--- src/rtl/irqpr_pkg.sv ---
package irqpr_pkg;
    localparam int NCH      = 4;
    localparam int REG_W    = 10;
    localparam int MASK_BIT = 8;
    localparam int N_HWSET  = 2;   // channels below this index are set by hardware

    typedef enum logic {
        GATE_SHUT = 1'b0,
        GATE_OPEN = 1'b1
    } gate_state_t;

    // bit position of each channel's action / status bit
    function automatic int chan_pos(input int ch);
        case (ch)
            0:       return 9;
            1:       return 7;
            2:       return 6;
            default: return 5;
        endcase
    endfunction
endpackage

--- src/rtl/irqpr_edge.sv ---
module irqpr_edge #(
    parameter int W = 4
) (
    input  logic         clk,
    input  logic [W-1:0] lvl_i,
    output logic [W-1:0] rise_o
);
    logic [W-1:0] lvl_q;

    // tracks the input also during reset so a level held across reset is no edge
    always_ff @(posedge clk) begin
        lvl_q <= lvl_i;
    end

    assign rise_o = lvl_i & ~lvl_q;
endmodule

--- src/rtl/irqpr_cell.sv ---
module irqpr_cell #(
    parameter bit HW_SETS = 1'b1
) (
    input  logic clk,
    input  logic rst_n,
    input  logic hw_rise_i,
    input  logic sw_hit_i,
    output logic pend_o
);
    logic set_c;
    logic clr_c;

    generate
        if (HW_SETS) begin : g_hwset
            assign set_c = hw_rise_i;
            assign clr_c = sw_hit_i;
        end else begin : g_swset
            assign set_c = sw_hit_i;
            assign clr_c = hw_rise_i;
        end
    endgenerate

    always_ff @(posedge clk) begin
        if (!rst_n) begin
            pend_o <= 1'b0;
        end else if (set_c) begin
            pend_o <= 1'b1;      // set has priority
        end else if (clr_c) begin
            pend_o <= 1'b0;
        end
    end
endmodule

--- src/rtl/irqpr_gate.sv ---
module irqpr_gate
    import irqpr_pkg::*;
(
    input  logic clk,
    input  logic rst_n,
    input  logic raw_i,
    input  logic mask_i,
    output logic irq_o
);
    gate_state_t state_q;
    gate_state_t state_d;

    always_comb begin
        state_d = state_q;
        unique case (state_q)
            GATE_SHUT: if (!raw_i && !mask_i) state_d = GATE_OPEN;  // SHUT_TO_OPEN
            GATE_OPEN: if (!raw_i &&  mask_i) state_d = GATE_SHUT;  // OPEN_TO_SHUT
            default:   state_d = GATE_SHUT;
        endcase
    end

    always_ff @(posedge clk) begin
        if (!rst_n) begin
            state_q <= GATE_SHUT;
        end else begin
            state_q <= state_d;
        end
    end

    always_comb begin
        irq_o = raw_i && (state_q == GATE_OPEN);
    end
endmodule

--- src/rtl/irq_pend_reg.sv ---
module irq_pend_reg
    import irqpr_pkg::*;
(
    input  logic             clk,
    input  logic             rst_n,
    input  logic             wr_en_i,
    input  logic [REG_W-1:0] wdata_i,
    output logic [REG_W-1:0] rdata_o,
    input  logic [NCH-1:0]   evt_i,
    output logic [NCH-1:0]   irq_o
);
    logic [NCH-1:0] rise;
    logic [NCH-1:0] pend;
    logic           mask_q;
    logic           unused_rsvd;

    assign unused_rsvd = ^wdata_i[4:0];

    irqpr_edge #(.W(NCH)) edge_i (
        .clk   (clk),
        .lvl_i (evt_i),
        .rise_o(rise)
    );

    generate
        for (genvar g = 0; g < NCH; g++) begin : g_ch
            localparam int POS = chan_pos(g);
            irqpr_cell #(.HW_SETS(g < N_HWSET)) cell_i (
                .clk      (clk),
                .rst_n    (rst_n),
                .hw_rise_i(rise[g]),
                .sw_hit_i (wr_en_i && wdata_i[POS]),
                .pend_o   (pend[g])
            );
            if (g != 0) begin : g_direct
                assign irq_o[g] = pend[g];
            end
        end
    endgenerate

    always_ff @(posedge clk) begin
        if (!rst_n) begin
            mask_q <= 1'b1;
        end else if (wr_en_i) begin
            mask_q <= wdata_i[MASK_BIT];
        end
    end

    irqpr_gate gate_i (
        .clk   (clk),
        .rst_n (rst_n),
        .raw_i (pend[0]),
        .mask_i(mask_q),
        .irq_o (irq_o[0])
    );

    always_comb begin
        rdata_o           = '0;
        rdata_o[MASK_BIT] = mask_q;
        for (int i = 0; i < NCH; i++) begin
            rdata_o[chan_pos(i)] = pend[i];
        end
    end
endmodule

--- config.mk ---
export PLATFORM = sky130hd
export DESIGN_NAME = irq_pend_reg
export DESIGN_NICKNAME = d
export VERILOG_FILES = /design/src/rtl/irqpr_pkg.sv /design/src/rtl/irqpr_edge.sv /design/src/rtl/irqpr_cell.sv /design/src/rtl/irqpr_gate.sv /design/src/rtl/irq_pend_reg.sv
export SDC_FILE = /design/constraint.sdc
export NUM_CORES = 1
export LEC_CHECK = 0
export BUFFER_PORTS_ARGS = -buffer_cell sky130_fd_sc_hd__buf_2
export CORE_AREA = 2 2 39 41
export DETAILED_ROUTE_END_ITERATION = 8
export DIE_AREA = 0 0 41 43
export PLACE_DENSITY = 0.78
export SLEW_MARGIN = 30
export SYNTH_ARGS = -nofsm -noshare
export SYNTH_HDL_FRONTEND = slang
export SYNTH_SLANG_ARGS = --single-unit
--- constraint.sdc ---
create_clock -name clk -period 0.9 [get_ports clk]
set_input_delay 0.18 -clock clk [delete_from_list [all_inputs] [get_ports clk]]
set_output_delay 0.18 -clock clk [all_outputs]
set_load 0.01 [all_outputs]
=== Word-level counts from Yosys, hierarchy flattened ===
Cells that the tools add are included.

* Word-level logic and storage cells: 34
* Register bits: 10
* Output and inout bits: 14

* Bitwise logic cells: 3
* Reduce and logical (&&, ||, !) cells: 13
* Mux-type cells: 11

{| class="wikitable"
|+ Operators by type and width
! cell !! count
|-
| $mux W1 || 10
|-
| $reduce_bool A2 Y1 || 4
|-
| $logic_and A1 B1 Y1 || 7
|-
| $and A4 B4 Y4 || 1
|-
| $not A4 Y4 || 1
|-
| $logic_not A1 Y1 || 2
|-
| $pmux W1 S2 || 1
|-
| $not A1 Y1 || 1
|}

=== Depth between registers and ports, before layout ===
Gate-level depths: netlist (run 1).

* Depth after elaboration: 4
* Gate-level depth with buffers: 3
* Depth with buffers taken out: 2

=== By module ===
A second synthesis (run 1) with hierarchy kept.

* Cell total of the unflattened synthesis: 41
* Area, all modules: 475.5 um^2

{| class="wikitable"
|+ By module, submodules not included
! module !! seq. area each (um^2) !! cells each !! times used !! area an instance (um^2)
|-
| irqpr_cell || 20.0 || 3 || 4 || 41.3
|-
| irq_pend_reg || 20.0 || 17 || 1 || 135.1
|-
| irqpr_edge || 80.1 || 8 || 1 || 135.1
|-
| irqpr_gate || 20.0 || 4 || 1 || 40.0
|}

=== Least setup slack after synthesis (run 1) ===
No wires, ideal clock.

* Path type: register to output
* Start: reg g_ch[0].cell_i.pend_o
* End: out irq_o[0]
* Stages on the path, launching flop included: 3
* Arrival: 0.582 ns
* Buffers on the path: 1
* Path slack: 0.138 ns
* Cells stage by stage: dfxtp_1 and2_4 buf_4

* Cells in the longest elaborated chain, start to end: 1

{| class="wikitable"
|+ RTL lines
! what !! line !! source
|-
| from (decl) || irqpr_cell.sv:8 || <nowiki>output logic pend_o</nowiki>
|-
| from (signal assigned) || irqpr_cell.sv:25 || <nowiki>pend_o <= 1'b0;</nowiki>
|-
| from (signal assigned) || irqpr_cell.sv:27 || <nowiki>pend_o <= 1'b1;</nowiki>
|-
| from (signal assigned) || irqpr_cell.sv:29 || <nowiki>pend_o <= 1'b0;</nowiki>
|-
| $logic_and A1 B1 Y1 || irqpr_gate.sv:31 || <nowiki>irq_o = raw_i && (state_q == GATE_OPEN);</nowiki>
|-
| to (decl) || irq_pend_reg.sv:10 || <nowiki>output logic [NCH-1:0] irq_o</nowiki>
|}

No other way between the ends.

=== Worst setup path in the final report (run 1) ===
Same ends and word-level chain as after synthesis.

==> flow_summary_export.csv, run 1 <==
group,metric,value,unit
floorplan,num_rows,14,
power,ir_drop,666,µV
power,leakagePower,0.287,nW
run_status,outcome,"complete, but fails checks",
synthesis,synth_area,430,µm²
grt,grt_usage,0.106,
route,drc,0,
floorplan,die_y,43,µm
worst_setup_path,arrival,0.82,ns
run_status,violations,"setup timing",
route,via_per_inst,4.01,
route,firstDrtPassIters,1,
route,drt-total-wl,747,µm
finish,layout.nets,84,
place,place_inst,72,
clock_tree,clkSinkCount,10,
place,dpl_cell_area,453,µm²
floorplan,pin_count,31,
clock_tree,cts_htree_levels,1,
grt,antenna_found_initial,0,
flow_run,timing.max_cap.violations,0,
synthesis,synth_top_cell_by_area,"dfxtp_1",
route,via_count,325,
timing,layout_min_cycle_time,0.998,ns
min_path,min_path_type,"in2reg",
clock_tree,cts-root-buf,"clkbuf_4",
route,detail_route.wl_per_cell,9.22,µm
timing,drv_slew,0,
finish,design_area,583,µm²
finish,area_growth_syn_to_layout,35.5,%
clock_tree,clk_latency,0.25,ns
place,place_hpwl,518,µm
synthesis,yosys_warnings,0,
synthesis,synthCells,47,
timing,fin_ws,-0.0977,ns
grt,grt_pass1_wl,1170,µm
clock_tree,cts_buffers,3,
worst_setup_path,end_kind,"output port",
grt,grt_pass1_vias,300,
synthesis,ys_ff_latch,10,
worst_setup_path,critical_path_class,"reg2out",
finish,drive_gt1_frac,0.538,
worst_setup_path,worst_setup_path_start_kind,"flip-flop",
timing,setup_viol,2,
synthesis,synth.distinct_cells,13,
worst_setup_path,path_max_fanout,2,
power,power_density,1610,mW/mm²
grt,grt_max_degree,11,
finish,n_antenna_cell,0,
clock_tree,cts_tree,"built",
route,ant_nets,0,
grt,grt-ovfl-total,0,
synthesis,seq_area_frac_synth,0.465,
place,gp_congestion,0.532,
finish,finalNonFillerCells,81,
synthesis,synth_area_leaders,"dfxtp_1 (47%), buf_4 (26%), nand2_1 (6.1%), and2_1 (2.9%), nor2b_1 (2.9%)",
worst_setup_path,required,0.72,ns
timing,finalClockSkew,0.000442,ns
floorplan,start_util,0.311,
floorplan,die_x,41,µm
clock_tree,clockBufferDepth,2,
finish,final_cell_mix,"buf_2 (11), buf_6 (9), nand2_1 (7), buf_4 (6)",
floorplan,core,0.00138,mm²
timing,fmax,1.00,GHz
place,io_buffers,20,
finish,final_common_cell,"buf_2",
route,drtIter0Drc,0,
synthesis,avgSynthCellArea,9.16,µm²
floorplan,dieArea,0.00176,mm²
clock_tree,clk_pin_slew,0.06,ns
timing,rsz0062_at_grt,"yes",
timing,finalCritPeriodShare,1.11,
timing,report.final.hold_viol_count,0,
synthesis,synth_top_cell_area_share,0.465,
sequential cells by signal, indices dropped and copies added, names as in the netlist, named ones only:
name / cells
g_ch.cell_i.pend_o: 4
edge_i.lvl_q: 4
mask_q: 1
what timing repair did:
item	in CTS	in global routing
hold buffers	0	0
setup endpoints to repair	9	9
buffers inserted	4	2
resized for setup	11	3
critical path: stages (launching register included):
cell and delay, ns:
dfxtp_2 0.32, and2_4 0.13, buf_6 0.11
metal layers:
layer | track usage | wire length [µm] | vias up | part of all wire
met2 | 0.159 | 405 | 13 | 0.54
met1 | 0.107 | 293 | 144 | 0.39
li1 | - | - | 168 | -
met4 | 0.0400 | 0 | 0 | 0
met3 | 0.0785 | 48 | 0 | 0.064
met5 | 0 | 0 | - | 0
where the power goes:
part	internal [mW]	switching [mW]	leakage [nW]	total [mW]
Combinational	0.0962	0.0653	0.189	0.162
Clock	0.154	0.135	0.0138	0.288
Sequential	0.473	0.0167	0.0843	0.490
layout make-up:
cell class	count	area (µm²)
Clock buffer	3	22.5
Sequential cell	10	206
Fill cell	146	801
Tap cell	16	20.0
Multi-Input combinational cell	26	133
Timing Repair Buffer	26	201
through the flow:
stage	worst slack (ns)	TNS [ns]	hold WS (ns)	total power, mW	utilization
finish	-0.0977	-0.188	0.0355	0.939	0.421
global route	-0.146	-0.447	0.0157	1.00	0.421
CTS	-0.107	-0.217	0.0243	0.939	0.397
detailed placement	0.106	0	0.297	0.603	0.327
global placement	0.113	0	0.293	0.598	0.327
floorplan	0.138	0	0.208	0.598	-
synthesized netlist by cell type:
library cell,number
nor2b_1,2
and2_1,2
nand2_1,7
o21a_1,1
conb_1,1
nand3_1,2
dfxtp_1,10
and2_4,1
o21ai_1,2
o22ai_1,2
nor2_1,1
mux2i_1,1
buf_4,15
cells by family after synthesis:
| family | Yosys count | synth area share |
|---|---|---|
| buffers and inverters | 15 | 0.262 |
| DFF | 10 | 0.465 |
| other | 1 | 0.00871 |
| AOI/OAI and AO/OA | 5 | 0.0698 |
| muxes | 1 | 0.0233 |
| and+or+nand+nor | 15 | 0.172 |
path summary, 6_finish.rpt:
check,from,to,slack [ns],depth (start not counted)
max,g_ch[0].cell_i.pend_o$_SDFFE_PN0P_,irq_o[0],-0.1,2
min,evt_i[3],edge_i.lvl_q[3]$_DFF_P_,0.04,1
max reg2reg,g_ch[0].cell_i.pend_o$_SDFFE_PN0P_,flip-flop,0.04,3
min reg2reg,edge_i.lvl_q[0]$_DFF_P_,g_ch[0].cell_i.pend_o$_SDFFE_PN0P_,0.40,1
No activity file was read; power rests on OpenSTA's default activity.
==> inputs of run 2 (changes only) <==
--- a/config.mk
+++ b/config.mk
@@ -5,7 +5,7 @@
 export SDC_FILE = /design/constraint.sdc
 export NUM_CORES = 1
 export LEC_CHECK = 0
-export BUFFER_PORTS_ARGS = -buffer_cell sky130_fd_sc_hd__buf_2
+export BUFFER_PORTS_ARGS = -buffer_cell sky130_fd_sc_hd__clkbuf_2
 export CORE_AREA = 2 2 39 41
 export DETAILED_ROUTE_END_ITERATION = 8
 export DIE_AREA = 0 0 41 43
==> run 2 against run 1 <==
The flow still finishes with violations (setup timing). Core utilization shrank 0.090 points. Non-clock buffer count decreased by 2. Register-to-register slack gained 0.04 ns. Critical endpoint unchanged. Largest cell class unchanged. Highest routed layer is now met4.
==> flow_summary_export.csv, run 2 (synthesis results as in run 1) <==
group,metric,value,unit
grt,antenna_found_initial,0,
timing,setup_viol,4,
floorplan,dieArea,0.00176,mm²
floorplan,start_util,0.311,
grt,grt_usage,0.0979,
floorplan,pin_count,31,
power,power_density,1790,mW/mm²
worst_setup_path,critPathBufInv,1,
route,via_count,319,
worst_setup_path,required,0.72,ns
finish,multi_input_area,133,µm²
clock_tree,cts_htree_levels,1,
timing,report.final.hold_viol_count,0,
worst_setup_path,r2r-start,"g_ch[0].cell_i.pend_o$_SDFFE_PN0P_",
timing,fin_ws,-0.113,ns
clock_tree,clkSinkCount,10,
worst_setup_path,path_delay_family,"flip-flops",
floorplan,die_y,43,µm
grt,grt_pass1_wl,1040,µm
power,internal_power,811,µW
clock_tree,cts-root-buf,"clkbuf_4",
power,p_switching,230,µW
finish,n_antenna_cell,0,
timing,holdWs,0.0277,ns
finish,reg_top3,"edge_i.lvl_q (4), g_ch.cell_i.pend_o (4), mask_q (1)",
worst_setup_path,startpoint,"g_ch[0].cell_i.pend_o$_SDFFE_PN0P_",
power,combPwrFrac,0.149,
route,firstDrtPassIters,2,
floorplan,die_x,41,µm
min_path,whs_path_depth,1,
worst_setup_path,end_kind,"output port",
power,finalPower,1.04,mW
power,leakagePower,0.286,nW
finish,drive_gt1_frac,0.531,
power,pwr-share-seq,0.471,
flow_run,timing.max_cap.violations,0,
timing,tns,-0.224,ns
power,ir_drop,955,µV
floorplan,num_rows,14,
route,ant_nets,0,
power,p_sw_frac,0.221,
floorplan,core,0.00138,mm²
worst_setup_path,worst_setup_path_start_kind,"flip-flop",
worst_setup_path,crit_slowest_cell,"dfxtp_2",
clock_tree,ctsHoldBuffers,0,
place,place_inst,72,
finish,num-fill-cells,137,
timing,drv_slew,0,
run_status,violations,"setup timing",
timing,fmax,0.987,GHz
clock_tree,clockBufferDepth,2,
place,io_buffers,20,
clock_tree,cts_buffers,3,
route,drc,0,
route,via_per_inst,3.99,
timing,finalCritPeriodShare,1.13,
route,detail_route.wl_per_cell,8.54,µm
place,gp_congestion,0.535,
worst_setup_path,rr_worst_depth,4,
finish,final_common_cell,"clkbuf_2",
min_path,min_path_type,"in2reg",
finish,layout.nets,82,
min_path,min_from,"evt_i[2]",
worst_setup_path,critical_path_class,"reg2out",
worst_setup_path,crit_path_cell_trace,"and2_4 > buf_6",
timing,layout_min_cycle_time,1.01,ns
run_status,outcome,"complete, but fails checks",
worst_setup_path,slowest_delay,0.32,ns
grt,grt_pass1_vias,280,
finish,regArea,206,µm²
grt,grt_max_degree,11,
worst_setup_path,arrival,0.83,ns
route,drt-total-wl,683,µm
grt,grt-ovfl-total,0,
timing,rsz0062_at_grt,"yes",
clock_tree,clk_pin_slew,0.07,ns
worst_setup_path,crit_cells,2,
power,pwr-share-clk,0.380,
clock_tree,cts_tree,"built",
place,place_hpwl,512,µm
finish,area_growth_syn_to_layout,35.2,%
clock_tree,clk_latency,0.26,ns
route,drtIter0Drc,4,
finish,finalNonFillerCells,80,
worst_setup_path,path_max_fanout,3,
timing,finalClockSkew,0.000161,ns
finish,final_cell_mix,"clkbuf_2 (11), buf_6 (9), nand2_1 (7)",
## run 2: changes by cell type in the layout (fill, tap and decap cells not counted), sizes merged
cell    change
clkbuf     +12
buf        -13
## run 2: power by group through the flow
stage | sequential, mW | combinational [mW] | clock, mW
6_report | 0.490 | 0.155 | 0.396
4_1_cts | 0.486 | 0.123 | 0.418
3_3_place_gp | 0.493 | 0.106 | 0
2_1_floorplan | 0.491 | 0.107 | 0
3_5_place_dp | 0.494 | 0.108 | 0
5_1_grt | 0.492 | 0.171 | 0.433
## run 2: what timing repair did
item | CTS | global route
gates resized for setup | 5 | 18
buffers inserted | 3 | 1
endpoints found under the setup margin | 9 | 9
## run 2: worst paths after layout
kind                                                      endpoint  slack [ns]
worst max-delay path                                      irq_o[0]       -0.11
worst min register to register  g_ch[0].cell_i.pend_o$_SDFFE_PN0P_        0.40
worst max register to register                           flip-flop        0.08
worst min-delay path                       edge_i.lvl_q[2]$_DFF_P_        0.03
## run 2: worst register-to-register path, cell delays in order (launching register included)
cell and delay, ns:
dfxtp_2 0.33, buf_4 0.11, buf_4 0.09, nor2_1 0.03, o21a_1 0.15
## run 2: metal layers
| metal | up-vias | routed length (µm) | track usage |
|---|---|---|---|
| met5 | - | 0 | 0 |
| met4 | 0 | 10 | 0.0400 |
| met3 | 2 | 71 | 0.0942 |
| met2 | 17 | 332 | 0.138 |
| met1 | 133 | 269 | 0.0948 |
| li1 | 167 | - | - |
## run 2: stage by stage
stage	utilization	worst slack [ns]	cell area, µm²
2_1_floorplan	-	0.138	445
3_3_place_gp	0.327	0.105	453
3_5_place_dp	0.327	0.0950	453
4_1_cts	0.374	-0.152	518
5_1_grt	0.420	-0.151	582
6_report	0.420	-0.113	582
## run 2: cell type report
type | instances | area share
Clock buffer | 4 | 0.0624
Sequential cell | 10 | 0.355
Tap cell | 16 | 0.0344
Timing Repair Buffer | 24 | 0.320
Multi-Input combinational cell | 26 | 0.228
==> inputs of run 3 (changes only) <==
--- a/config.mk
+++ b/config.mk
@@ -10,6 +10,7 @@
 export DETAILED_ROUTE_END_ITERATION = 8
 export DIE_AREA = 0 0 41 43
 export PLACE_DENSITY = 0.78
+export SKIP_CTS_REPAIR_TIMING = 1
 export SLEW_MARGIN = 30
 export SYNTH_ARGS = -nofsm -noshare
 export SYNTH_HDL_FRONTEND = slang
==> constraint.sdc (replaced) <==
create_clock -name clk -period 1.15 [get_ports clk]
set_input_delay 0.23 -clock clk [delete_from_list [all_inputs] [get_ports clk]]
set_output_delay 0.23 -clock clk [all_outputs]
set_load 0.01 [all_outputs]
==> run 3 against run 2 <==
The flow now finishes without violations. Global-route usage fell by 0.40 points. Setup slack improved by 0.17 ns. First-iteration DRC count did not move. Clock power fell by 22%. Critical path type unchanged. Critical endpoint unchanged. Largest cell class unchanged.
==> flow_summary_export.csv, run 3 (synthesis results as in run 1) <==
group,metric,value,unit
timing,report.final.hold_viol_count,0,
route,drc,0,
place,io_buffers,20,
grt,grt_pass1_wl,1000,µm
floorplan,pin_count,31,
clock_tree,clockBufferDepth,2,
grt,antenna_found_initial,0,
power,power_density,1580,mW/mm²
finish,finalNonFillerCells,76,
clock_tree,clk_latency,0.27,ns
place,gp_congestion,0.535,
finish,regArea,201,µm²
timing,setup_viol,0,
worst_setup_path,arrival,0.87,ns
route,drtIter0Drc,4,
power,ir_drop,716,µV
finish,drive_gt1_frac,0.433,
route,via_per_inst,3.92,
finish,design_area,490,µm²
grt,grt_pass1_vias,263,
finish,final_cell_mix,"clkbuf_2 (20), dfxtp_1 (9), nand2_1 (7), conb_1 (5), clkbuf_4 (3)",
grt,grt_max_degree,11,
run_status,outcome,"complete, no violations",
finish,layout.nets,78,
min_path,min_path_type,"in2reg",
worst_setup_path,required,0.92,ns
timing,finalClockSkew,0.000219,ns
power,leakagePower,0.250,nW
floorplan,core,0.00138,mm²
finish,final_common_cell,"clkbuf_2",
clock_tree,clk_pin_slew,0.07,ns
flow_run,timing.max_cap.violations,0,
worst_setup_path,worst_setup_path_start_kind,"flip-flop",
route,ant_nets,0,
floorplan,dieArea,0.00176,mm²
grt,grt_usage,0.0938,
worst_setup_path,r2r_slack,0.41,ns
worst_setup_path,path_max_fanout,4,
route,via_count,298,
floorplan,num_rows,14,
worst_setup_path,critical_path_class,"reg2out",
timing,drv_slew,0,
clock_tree,clkSinkCount,10,
grt,grt-ovfl-total,0,
finish,area_growth_syn_to_layout,14.0,%
timing,rsz0062_at_grt,"no",
clock_tree,cts_buffers,3,
place,place_hpwl,512,µm
place,place_inst,72,
finish,reg_top3,"edge_i.lvl_q (4), g_ch.cell_i.pend_o (4), mask_q (1)",
finish,multi_input_area,133,µm²
timing,holdWs,0.0772,ns
clock_tree,cts_tree,"built",
floorplan,start_util,0.311,
timing,layout_min_cycle_time,1.10,ns
place,dpl_cell_area,453,µm²
timing,fmax,0.912,GHz
clock_tree,cts-root-buf,"clkbuf_4",
route,drt-total-wl,642,µm
clock_tree,cts_htree_levels,1,
timing,finalCritPeriodShare,0.954,
route,firstDrtPassIters,3,
floorplan,die_x,41,µm
finish,n_antenna_cell,0,
worst_setup_path,end_kind,"output port",
route,detail_route.wl_per_cell,8.45,µm
finish,num-fill-cells,147,
floorplan,die_y,43,µm
run 3: cell types whose count changed in the layout (fill, tap and decap cells not counted):
cell and change:
dfxtp_1 +4, buf_4 -4, clkbuf_2 +9, buf_6 -9, dfxtp_2 -4
run 3: per-layer routing:
metal  track usage  part of all wire  vias to the layer above
met5             0                 0                        -
met1        0.0980              0.41                      122
met3        0.0942              0.12                        2
met2         0.122              0.45                       17
met4        0.0400             0.016                        0
li1              -                 -                      157
run 3: final cells by class:
class / instances / area share
timing repair buffer: 20 / 0.204
clock buffer: 4 / 0.0740
multi-input combinational: 26 / 0.270
tap: 16 / 0.0408
sequential: 10 / 0.411
run 3: path summary, 6_finish.rpt:
kind                                                          from                                 end  cells after the start
worst max-delay path            g_ch[0].cell_i.pend_o$_SDFFE_PN0P_                            irq_o[0]                      2
worst min-delay path                                      evt_i[2]             edge_i.lvl_q[2]$_DFF_P_                      1
worst max register to register  g_ch[0].cell_i.pend_o$_SDFFE_PN0P_                           flip-flop                      2
worst min register to register             edge_i.lvl_q[0]$_DFF_P_  g_ch[0].cell_i.pend_o$_SDFFE_PN0P_                      1
run 3: power breakdown:
| group | switching, mW | total, mW | internal (mW) |
|---|---|---|---|
| registers | 0.0109 | 0.379 | 0.368 |
| clock network | 0.118 | 0.310 | 0.192 |
| logic | 0.0443 | 0.0834 | 0.0391 |
| total | 0.173 | 0.773 | 0.599 |
run 3: through the flow:
step	worst slack (ns)	utilization	power, mW	setup TNS [ns]
global route	0.00420	0.354	0.816	0
global placement	0.305	0.327	0.469	0
detailed placement	0.295	0.327	0.472	0
finish	0.0529	0.354	0.773	0
floorplan	0.338	-	0.468	0
CTS	-0.00659	0.354	0.791	-0.00659
run 3: worst max-delay path: stages, from the launching register on:
cell and delay [ns]:
dfxtp_2 0.34, and2_4 0.14, clkbuf_2 0.12
